--- config.mk ---
export PLATFORM = sky130hd
export DESIGN_NAME = brake_detect
export DESIGN_NICKNAME = d
export VERILOG_FILES = /design/src/rtl/brk_pkg.sv /design/src/rtl/brk_sync.sv /design/src/rtl/brk_edge.sv /design/src/rtl/brk_filter.sv /design/src/rtl/brk_pin_path.sv /design/src/rtl/brake_detect.sv
export SDC_FILE = /design/constraint.sdc
export NUM_CORES = 1
export LEC_CHECK = 0
export BUFFER_PORTS_ARGS = -buffer_cell sky130_fd_sc_hd__buf_4
export CORE_MARGIN = 2
export CORE_UTILIZATION = 25
export DETAILED_ROUTE_END_ITERATION = 8
export PLACE_DENSITY = 0.48
export SLEW_MARGIN = 20
export SYNTH_ARGS = -nofsm -noshare
export SYNTH_HDL_FRONTEND = slang
export SYNTH_SLANG_ARGS = --single-unit
--- constraint.sdc ---
create_clock -name clk -period 1.9 [get_ports clk]
set_input_delay 0.38 -clock clk [delete_from_list [all_inputs] [get_ports clk]]
set_output_delay 0.38 -clock clk [all_outputs]
set_load 0.1 [all_outputs]
--- src/rtl/brk_pkg.sv ---
package brk_pkg;
  typedef enum logic [1:0] {
    B1_PIN  = 2'd0,
    B1_LVD  = 2'd1,
    B1_BOTH = 2'd2,
    B1_NONE = 2'd3
  } b1_src_e;
endpackage

--- src/rtl/brk_sync.sv ---
module brk_sync #(
  parameter int   W       = 1,
  parameter int   STAGES  = 2,
  parameter logic RST_VAL = 1'b0
) (
  input  logic         clk,
  input  logic         rst,
  input  logic [W-1:0] d,
  output logic [W-1:0] q
);
  logic [STAGES-1:0][W-1:0] stg;

  always_ff @(posedge clk) begin
    if (rst) begin
      stg <= {(STAGES*W){RST_VAL}};
    end else begin
      stg[0] <= d;
      for (int i = 1; i < STAGES; i++) stg[i] <= stg[i-1];
    end
  end

  assign q = stg[STAGES-1];
endmodule

--- src/rtl/brk_edge.sv ---
module brk_edge #(
  parameter bit   RISING  = 1'b0,
  parameter logic RST_VAL = 1'b1
) (
  input  logic clk,
  input  logic rst,
  input  logic lvl,
  output logic evt
);
  logic prev_q;

  always_ff @(posedge clk) begin
    if (rst) prev_q <= RST_VAL;
    else     prev_q <= lvl;
  end

  generate
    if (RISING) begin : g_rise
      assign evt = ~prev_q & lvl;
    end else begin : g_fall
      assign evt = prev_q & ~lvl;
    end
  endgenerate

  AST_EDGE_NEEDS_CHANGE: assert property (@(posedge clk) disable iff (rst)
    evt |=> (prev_q != $past(prev_q)));
endmodule

--- src/rtl/brk_filter.sv ---
module brk_filter #(
  parameter int SEL_W    = 2,
  parameter int FILT_LEN = 3
) (
  input  logic             clk,
  input  logic             rst,
  input  logic             din,
  input  logic [SEL_W-1:0] div_sel,
  input  logic             bypass,
  output logic             lvl
);
  localparam int CNT_W = (1 << SEL_W) - 1;

  logic [CNT_W-1:0]    pre_cnt;
  logic [CNT_W-1:0]    pre_mask;
  logic                tick;
  logic [FILT_LEN-1:0] hist_q;
  logic                filt_q;
  logic                all_hi;
  logic                all_lo;

  assign pre_mask = (CNT_W'(1) << div_sel) - CNT_W'(1);
  assign tick     = &(pre_cnt | ~pre_mask);
  assign all_hi   = &hist_q;
  assign all_lo   = ~|hist_q;

  always_ff @(posedge clk) begin
    if (rst) begin
      pre_cnt <= '0;
      hist_q  <= '1;
      filt_q  <= 1'b1;
    end else begin
      pre_cnt <= pre_cnt + CNT_W'(1);
      if (tick) hist_q <= {hist_q[FILT_LEN-2:0], din};
      if (all_hi)      filt_q <= 1'b1;
      else if (all_lo) filt_q <= 1'b0;
    end
  end

  assign lvl = bypass ? din : filt_q;

  AST_FILT_AGREES: assert property (@(posedge clk) disable iff (rst)
    (filt_q != $past(filt_q)) |-> ($past(all_hi) || $past(all_lo)));
endmodule

--- src/rtl/brk_pin_path.sv ---
module brk_pin_path #(
  parameter int SEL_W       = 2,
  parameter int FILT_LEN    = 3,
  parameter int SYNC_STAGES = 2
) (
  input  logic             clk,
  input  logic             rst,
  input  logic             pin,
  input  logic             invert,
  input  logic [SEL_W-1:0] div_sel,
  input  logic             bypass,
  output logic             lvl,
  output logic             fall
);
  logic pin_c;
  logic pin_s;

  assign pin_c = pin ^ invert;

  brk_sync #(.W(1), .STAGES(SYNC_STAGES), .RST_VAL(1'b1)) u_sync (
    .clk(clk), .rst(rst), .d(pin_c), .q(pin_s)
  );

  brk_filter #(.SEL_W(SEL_W), .FILT_LEN(FILT_LEN)) u_filt (
    .clk(clk), .rst(rst), .din(pin_s), .div_sel(div_sel), .bypass(bypass), .lvl(lvl)
  );

  brk_edge #(.RISING(1'b0), .RST_VAL(1'b1)) u_fall (
    .clk(clk), .rst(rst), .lvl(lvl), .evt(fall)
  );
endmodule

--- src/rtl/brake_detect.sv ---
module brake_detect
  import brk_pkg::*;
#(
  parameter int SYNC_STAGES = 2,
  parameter int SEL_W       = 2,
  parameter int N_CMP       = 3,
  parameter int FILT_LEN    = 3
) (
  input  logic             clk,
  input  logic             rst,
  input  logic             brk0_en_i,
  input  logic             brk1_en_i,
  input  logic [1:0]       pin_inv_i,
  input  logic [SEL_W-1:0] filt_sel0_i,
  input  logic [SEL_W-1:0] filt_sel1_i,
  input  logic [1:0]       filt_byp_i,
  input  logic [N_CMP-1:0] cmp_en_i,
  input  logic             lvd_en_i,
  input  logic [1:0]       b1_src_i,
  input  logic             irq_en_i,
  input  logic [1:0]       pin_i,
  input  logic [N_CMP-1:0] cmp_i,
  input  logic             lvd_i,
  input  logic [1:0]       clr_flag_i,
  input  logic             clr_lock0_i,
  output logic [1:0]       flag_o,
  output logic             lock0_o,
  output logic [1:0]       brk_sts_o,
  output logic             irq_o
);
  localparam int N_PIN = 2;

  logic [SEL_W-1:0] sel_arr [N_PIN];
  logic [N_PIN-1:0] pin_lvl;
  logic [N_PIN-1:0] pin_fall;
  logic [N_CMP-1:0] cmp_s;
  logic [N_CMP-1:0] cmp_rise;
  logic             lvd_s;
  logic             lvd_rise;

  assign sel_arr[0] = filt_sel0_i;
  assign sel_arr[1] = filt_sel1_i;

  generate
    for (genvar p = 0; p < N_PIN; p++) begin : g_pin
      brk_pin_path #(.SEL_W(SEL_W), .FILT_LEN(FILT_LEN), .SYNC_STAGES(SYNC_STAGES)) u_path (
        .clk(clk), .rst(rst), .pin(pin_i[p]), .invert(pin_inv_i[p]),
        .div_sel(sel_arr[p]), .bypass(filt_byp_i[p]),
        .lvl(pin_lvl[p]), .fall(pin_fall[p])
      );
    end
  endgenerate

  brk_sync #(.W(N_CMP), .STAGES(SYNC_STAGES), .RST_VAL(1'b0)) u_cmp_sync (
    .clk(clk), .rst(rst), .d(cmp_i), .q(cmp_s)
  );

  generate
    for (genvar k = 0; k < N_CMP; k++) begin : g_cmp
      brk_edge #(.RISING(1'b1), .RST_VAL(1'b0)) u_rise (
        .clk(clk), .rst(rst), .lvl(cmp_s[k]), .evt(cmp_rise[k])
      );
    end
  endgenerate

  brk_sync #(.W(1), .STAGES(SYNC_STAGES), .RST_VAL(1'b0)) u_lvd_sync (
    .clk(clk), .rst(rst), .d(lvd_i), .q(lvd_s)
  );

  brk_edge #(.RISING(1'b1), .RST_VAL(1'b0)) u_lvd_rise (
    .clk(clk), .rst(rst), .lvl(lvd_s), .evt(lvd_rise)
  );

  // channel event decode
  b1_src_e src;
  logic    use_pin1;
  logic    use_lvd;
  logic    ev0;
  logic    ev1;
  logic    b1_src_active;

  assign src      = b1_src_e'(b1_src_i);
  assign use_pin1 = (src == B1_PIN) || (src == B1_BOTH);
  assign use_lvd  = ((src == B1_LVD) || (src == B1_BOTH)) && lvd_en_i;

  assign ev0 = brk0_en_i & (pin_fall[0] | (|(cmp_en_i & cmp_rise)));
  assign ev1 = brk1_en_i & ((use_pin1 & pin_fall[1]) | (use_lvd & lvd_rise));
  assign b1_src_active = brk1_en_i & ((use_pin1 & ~pin_lvl[1]) | (use_lvd & lvd_s));

  // sticky state
  logic [1:0] flag_q;
  logic       lock0_q;
  logic       b1_act_q;
  logic       irq_q;

  always_ff @(posedge clk) begin
    if (rst) begin
      flag_q   <= '0;
      lock0_q  <= 1'b0;
      b1_act_q <= 1'b0;
      irq_q    <= 1'b0;
    end else begin
      if (ev0)                flag_q[0] <= 1'b1;
      else if (clr_flag_i[0]) flag_q[0] <= 1'b0;
      if (ev1)                flag_q[1] <= 1'b1;
      else if (clr_flag_i[1]) flag_q[1] <= 1'b0;
      if (ev0)              lock0_q <= 1'b1;
      else if (clr_lock0_i) lock0_q <= 1'b0;
      b1_act_q <= b1_src_active;
      irq_q    <= irq_en_i & (|flag_q);
    end
  end

  assign flag_o    = flag_q;
  assign lock0_o   = lock0_q;
  assign brk_sts_o = {b1_act_q, lock0_q};
  assign irq_o     = irq_q;

  AST_FLAG0_SETS: assert property (@(posedge clk) disable iff (rst)
    ev0 |=> flag_o[0]);
  AST_LOCK_HOLDS: assert property (@(posedge clk) disable iff (rst)
    (lock0_o && !clr_lock0_i) |=> lock0_o);
  AST_LOCK_RISE_CAUSE: assert property (@(posedge clk) disable iff (rst)
    $rose(lock0_o) |-> $past(brk0_en_i));
  AST_B1_OFF: assert property (@(posedge clk) disable iff (rst)
    !brk1_en_i |=> !brk_sts_o[1]);
  AST_IRQ_GATED: assert property (@(posedge clk) disable iff (rst)
    irq_o |-> ($past(irq_en_i) && $past(|flag_o)));
endmodule

==> key figures, run 1 <==
Clock tree
  • Post-CTS sizing: 0
  • Worst skew pair latency: 0.28 ns
  • Setup Fix Bufs, Post-CTS: 0
  • CTS root buf: clkbuf_8
  • CTS Buf Count: 5
  • H-tree depth: 2
  • CTS max path bufs: 2
  • TritonCTS clock tree: done
  • CTS Hold Bufs: 0
  • CTS Sinks: 37
  • Clk pin slew, worst setup/hold paths: 0.07 ns

Critical path
  • Crit-path max cell delay: 0.38 ns
  • Crit path DAT: 0.97 ns
  • Reg-to-reg slack, setup: 0.82 ns
  • Reg2reg end: flag_o[0]
  • R2R depth: 4
  • CP bufs+invs: 1
  • Cell breakdown of the critical path: buf_4
  • Origin of the critical flop-to-flop path: g_pin[0].u_path.u_filt.filt_q
  • Worst Path Required: 1.52 ns
  • Critical-path top delay cell: dfxtp_1
  • CP endpoint kind: output port
  • Startpoint Class: flop
  • Crit-path leading delay family: flip-flops
  • CP Class: reg -> out
  • Worst Path Max Fanout: 3

Global route
  • Grt ovf: 0
  • Largest net degree at the start of global routing: 40
  • First-pass GRT wire length: 4.15 mm
  • Initial antenna violation count: 0
  • GRT Total Usage: 0.0890
  • Number of global-route vias before repair: 986

Die
  • Rows: 26
  • Die Height: 77.2 um
  • Total die area: 5960 um^2
  • I/O pin cnt: 34
  • Die width: 77.2 um
  • Initial Util: 0.260
  • Core area: 5140 um^2

Placement
  • Pre-CTS WS: 0.607 ns
  • Final HPWL DP: 1.82 mm
  • PortBufs: 33
  • DP Area: 1640 um^2
  • RD Place Congestion: 0.636

STA
  • Worst slew pin tran: 0.368 ns
  • Worst slew margin: 0.755
  • Final Cycle Share: 0.709
  • Fin. Hold Viols: 0
  • Layout Skew: 0.00562 ns
  • Setup ws final: 0.553 ns
  • Max Slew Vio Count: 0
  • Final setup fails: 0
  • Achievable Freq: 742 MHz
  • RSZ-0062 raised after global routing: no
  • Fin crit period: 1.35 ns
  • Setup TNS: 0 ns

Yosys
  • Prevailing post-synth register cell: dfxtp_1
  • Area share of the largest cell type after synthesis: 0.553
  • Number of flops mapped to enable cells by yosys: 0
  • Mean Syn Cell Area: 10.3 um^2
  • Synth area leader: dfxtp_1
  • Mapped Area: 1340 um^2
  • Synth Register Bits: 37
  • Synth warn: 0
  • Most frequent cell after synthesis: dfxtp_1
  • Main area contributors after synthesis: dfxtp_1 (55%), nor2b_1 (6.5%), mux2i_1 (6.0%)
  • Unique masters post-synth: 26
  • Synth async-reset ratio: 0
  • Synthesized instance count: 130
  • Register area share after synthesis: 0.553
  • Syn_nets: 162
  • Most frequent cells after synthesis: dfxtp_1 (37), nor2_1 (16), nor2b_1 (14)

Power
  • Peak VDD IR: 418 uV
  • Static Leak: 0.740 nW
  • PwrDens: 949 nW/um^2
  • Total power: 1.66 mW

Drt
  • WL/cell: 10.1 um
  • Vias: 948
  • DRC viols: 0
  • DR iter-0 viols: 24
  • Final wirelength: 2.38 mm
  • Iteration count of the initial detailed-routing pass: 4
  • Post-route ant nets: 0
  • Vias per cell: 4.03

Hold path
  • Worst Hold Endpoint: u_cmp_sync.stg[2]
  • Hold Crit Class: in -> reg
  • Hold path cells: 2
  • Min-delay src: cmp_i[2]

Layout
  • Share of layout cells above drive strength 1: 0.279
  • ANT cells: 0
  • Post-route cell area: 1750 um^2
  • Area grow syn2layout: 30.8%
  • Fin nets: 196

Run
  • MaxCap Viol Count: 0

Run status
  • Outcome: completed
-- per-stage QoR --
| stage | hold WS, ns | util | instances |
|---|---|---|---|
| 6_report | 0.312 | 0.341 | 235 |
| 5_1_grt | 0.297 | 0.341 | 235 |
| 4_1_cts | 0.302 | 0.341 | 235 |
| 3_5_place_dp | 0.392 | 0.318 | 227 |
| 3_3_place_gp | 0.397 | 0.318 | 227 |
| 2_1_floorplan | 0.389 | - | 130 |
-- how the worst max path moves through the flow --
stage	from	slack, ns	endpoint	depth (start not counted)
global placement	filt_byp_i[0]	0.62	flag_o[0]	5
detailed placement	filt_byp_i[0]	0.61	flag_o[0]	5
finish	flag_o[1]	0.55	flag_o[1]	1
floorplan	lock0_o	0.15	brk_sts_o[0]	1
CTS	lock0_o	0.54	brk_sts_o[0]	1
global route	lock0_o	0.50	lock0_o	1
-- metal layers --
metal  share of wire  global-route usage  wire (um)
met2            0.51               0.153       1230
met1            0.41              0.0931        977
met4           0.019              0.0429         46
met3           0.055              0.0376        132
met5               0                   0          0
-- final cells by class --
cell class	instances	area, um^2
tap	70	87.6
clock inverter	1	30.0
sequential	37	741
clock buffer	7	86.3
inverter	5	18.8
multi-input combinational	82	541
timing repair buffer	33	248
fill	563	3390
-- sequential cells by signal, indices dropped and copies added (netlist names), 2 cells and up --
| register | cells |
|---|---|
| flag_o | 2 |
| u_cmp_sync.q | 3 |
| g_pin.u_path.u_sync.stg | 2 |
| g_pin.u_path.u_fall.prev_q | 2 |
| g_cmp.u_rise.prev_q | 3 |
| g_pin.u_path.u_sync.q | 2 |
| g_pin.u_path.u_filt.pre_cnt | 6 |
| u_cmp_sync.stg | 3 |
| g_pin.u_path.u_filt.hist_q | 6 |
| g_pin.u_path.u_filt.filt_q | 2 |
-- cells by family after synthesis --
logic type	share of synthesized area
AND/OR/NAND/NOR	0.180
adder cells (fa/ha/maj)	0.0374
XOR/XNOR	0.0262
buffers and inverters	0.0430
flip-flops	0.553
AO/OA/AOI/OAI	0.100
multiplexers	0.0598
-- cells in the final DEF (no fill, tap or decap), drive strengths merged --
cell type | Yosys | routed
dfxtp | 37 | 37
clkbuf | 1 | 7
bufinv | 0 | 1
nor3b | 1 | 1
o21a | 2 | 2
o22a | 1 | 1
or2 | 2 | 2
a22oi | 2 | 2
nand3 | 1 | 1
nor2 | 16 | 16
o21ai | 5 | 5
a21oi | 5 | 5
o21bai | 2 | 2
nor2b | 14 | 14
nand2b | 5 | 5
nand2 | 6 | 6
o2bb2ai | 1 | 1
o22ai | 1 | 1
inv | 5 | 5
xnor2 | 4 | 4
buf | 5 | 33
mux2i | 8 | 8
ha | 4 | 4
or2b | 2 | 2
-- report_power, final --
part           switching (mW)  total [mW]  internal, mW  leakage (nW)
Sequential             0.0159       0.824         0.808         0.303
Combinational          0.0797       0.159        0.0791         0.378
Clock                   0.252       0.680         0.428        0.0585
Total                   0.348        1.66          1.31         0.740
Note: power is estimated with default switching activity, not from simulation.
==> inputs of run 2 (changes only) <==
--- a/config.mk
+++ b/config.mk
@@ -5,11 +5,12 @@
 export SDC_FILE = /design/constraint.sdc
 export NUM_CORES = 1
 export LEC_CHECK = 0
+export ABC_AREA = 1
 export BUFFER_PORTS_ARGS = -buffer_cell sky130_fd_sc_hd__buf_4
 export CORE_MARGIN = 2
 export CORE_UTILIZATION = 25
 export DETAILED_ROUTE_END_ITERATION = 8
-export PLACE_DENSITY = 0.48
+export PLACE_DENSITY = 0.49
 export SLEW_MARGIN = 20
 export SYNTH_ARGS = -nofsm -noshare
 export SYNTH_HDL_FRONTEND = slang
==> constraint.sdc (replaced) <==
create_clock -name clk -period 1.15 [get_ports clk]
set_input_delay 0.23 -clock clk [delete_from_list [all_inputs] [get_ports clk]]
set_output_delay 0.23 -clock clk [all_outputs]
set_load 0.1 [all_outputs]
==> run 2 against run 1 <==
Sequential power up 70%; largest power group unchanged; die area up 1.2%; highest routed layer unchanged; final area up 1.0%; area after synthesis up 1.3%; non-clock buffer count up 1; register-to-register slack worse by 0.67 ns; global-route usage about the same; flip-flop and latch count unchanged; cell count up 14%; synthesized cell count up 24%; via count up 11%; clock skew down 0.0045 ns.
==> key figures, run 2 <==
Global route
  • Largest net degree at the start of global routing: 20
  • Grt ovf: 0
  • First-pass GRT wire length: 4.13 mm
  • Number of global-route vias before repair: 950
  • Initial antenna violation count: 0
  • GRT Total Usage: 0.0892

Die
  • Die Height: 77.7 um
  • Rows: 26
  • Die width: 77.7 um
  • Core area: 5170 um^2
  • Initial Util: 0.262
  • I/O pin cnt: 34
  • Total die area: 6030 um^2

Critical path
  • Worst Path Required: 0.92 ns
  • Crit path DAT: 0.92 ns
  • Crit-path max cell delay: 0.36 ns
  • R2R depth: 5
  • CP bufs+invs: 1
  • Startpoint Class: flop
  • Reg-to-reg slack, setup: 0.15 ns
  • CP endpoint: lock0_o
  • CP Class: reg -> out
  • Crit-path leading delay family: flip-flops
  • Crit path depth: 1
  • Cell breakdown of the critical path: buf_4
  • Critical-path top delay cell: dfxtp_4
  • CP endpoint kind: output port
  • Reg2reg end: g_pin[1].u_path.u_filt.hist_q[1]
  • Crit. Startpoint: lock0_o
  • Worst Path Max Fanout: 3
  • Origin of the critical flop-to-flop path: g_pin[1].u_path.u_filt.pre_cnt[0]

Drt
  • DRC viols: 0
  • DR iter-0 viols: 43
  • WL/cell: 9.12 um
  • Iteration count of the initial detailed-routing pass: 4
  • Vias per cell: 3.93
  • Vias: 1048
  • Post-route ant nets: 0
  • Final wirelength: 2.44 mm

Yosys
  • Mux contribution to synthesized area: 0
  • Mean Syn Cell Area: 8.42 um^2
  • Number of flops mapped to enable cells by yosys: 0
  • Syn_nets: 193
  • Unique masters post-synth: 22
  • Compound-Gate Fraction of Synth Area: 0.0664
  • Register area share after synthesis: 0.546
  • Synth warn: 0
  • Largest family of logic cells by synthesized area: simple AND/OR/NAND/NOR gates
  • XOR/XNOR Fraction of Synth Area: 0.0258
  • Most frequent cells after synthesis: dfxtp_1 (37), nand2_1 (28), inv_1 (24)
  • Synth async-reset ratio: 0
  • Main area contributors after synthesis: dfxtp_1 (55%), nand2_1 (7.7%), inv_1 (6.6%)
  • Synth Register Bits: 37
  • Most frequent cell after synthesis: dfxtp_1
  • Synth area leader: dfxtp_1
  • Synth Area in Adders: 0.0369
  • Mapped Area: 1360 um^2
  • Simple-Gate Fraction of Synth Area: 0.228
  • Synthesized instance count: 161
  • Prevailing post-synth register cell: dfxtp_1
  • Area share of the largest cell type after synthesis: 0.546

STA
  • Fin crit period: 1.15 ns
  • Fin. Hold Viols: 0
  • Layout Skew: 0.00111 ns
  • RSZ-0062 raised after global routing: yes
  • Worst slew pin tran: 0.280 ns
  • Final setup fails: 0
  • Worst slew margin: 0.815
  • Max Slew Vio Count: 0
  • Achievable Freq: 870 MHz
  • Final Cycle Share: 0.999

Clock tree
  • CTS Sinks: 37
  • CTS max path bufs: 2
  • CTS root buf: clkbuf_8
  • TritonCTS clock tree: done
  • CTS Buf Count: 5
  • Worst skew pair latency: 0.28 ns
  • Clk pin slew, worst setup/hold paths: 0.07 ns
  • H-tree depth: 2

Layout
  • Post-route cell area: 1770 um^2
  • Layout fillers: 549
  • Commonest cells after routing, fill and taps aside: dfxtp_1 (34), buf_4 (32), nand2_1 (28)
  • Area grow syn2layout: 30.4%
  • Fin nets: 229
  • Commonest non-fill, non-tap cell in the layout: dfxtp_1
  • Post-Layout Cell Count: 267
  • Area of the multi-input gates: 484 um^2
  • ANT cells: 0
  • Share of layout cells above drive strength 1: 0.274
  • Regs by FF count: g_pin.u_path.u_filt.hist_q x6, g_pin.u_path.u_filt.pre_cnt x6
  • Register area: 747 um^2

Hold path
  • Hold Crit Class: in -> reg
  • Hold path cells: 3

Placement
  • DP Area: 1680 um^2
  • Final HPWL DP: 1.83 mm
  • PortBufs: 33
  • RD Place Congestion: 0.675
  • Placed cell count: 260

Power
  • Peak VDD IR: 723 uV
  • PwrDens: 1470 nW/um^2
  • Static Leak: 0.864 nW

Run
  • MaxCap Viol Count: 0

Run status
  • Outcome: completed
-- run 2: through the flow --
step / TNS (ns) / worst slack (ns) / util / hold WS, ns / power, mW
2_1_floorplan: 0 / 0.0110 / - / 0.289 / 1.63
3_3_place_gp: 0 / 0.0235 / 0.324 / 0.391 / 1.75
3_5_place_dp: 0 / 0.0167 / 0.324 / 0.392 / 1.76
4_1_cts: -0.0231 / -0.0117 / 0.342 / 0.137 / 2.65
5_1_grt: -0.0650 / -0.0343 / 0.342 / 0.138 / 2.76
6_report: 0 / 0.000911 / 0.342 / 0.149 / 2.61
-- run 2: area by class of cell --
type	count	area share
flip-flops and latches	37	0.422
inverters	27	0.0573
repair buffers	34	0.149
clock buffers	7	0.0488
well taps	70	0.0495
multi-input cells	92	0.274
-- run 2: layer usage --
metal | global-route usage | routed length, um
met5 | 0 | 0
met4 | 0.0429 | 38
met3 | 0.0384 | 174
met2 | 0.135 | 1080
met1 | 0.108 | 1140
-- run 2: cell families (layout without fill, tap and decap cells) --
| logic type | after synthesis | after routing |
|---|---|---|
| xor gates and xnor gates | 4 | 4 |
| adders and majority gates | 4 | 4 |
| AOI/OAI and AO/OA | 13 | 13 |
| DFF | 37 | 37 |
| and+or+nand+nor | 71 | 71 |
| buffers and inverters | 32 | 68 |
-- run 2: worst min path at each step --
stage | from | to | slack (ns)
after floorplan | rst | lock0_o | 0.29
after global placement | u_cmp_sync.stg[2] | u_cmp_sync.q[2] | 0.39
after detailed placement | u_cmp_sync.stg[0] | u_cmp_sync.q[0] | 0.39
after CTS | cmp_i[0] | u_cmp_sync.stg[0] | 0.14
after global routing | cmp_i[0] | u_cmp_sync.stg[0] | 0.14
final | cmp_i[0] | u_cmp_sync.stg[0] | 0.15
-- run 2: timing repair --
action / 4_1_cts / 5_1_grt
setup endpoints to repair: 4 / 2
setup buffers: 0 / 0
gates resized for setup: 2 / 0
hold buffers: 0 / 0
-- run 2: power breakdown --
group	internal (mW)	total (mW)	switching, mW	leakage, nW
clock network	0.475	0.883	0.408	0.0443
registers	1.35	1.40	0.0430	0.306
logic	0.143	0.328	0.185	0.513
total	1.97	2.61	0.636	0.864
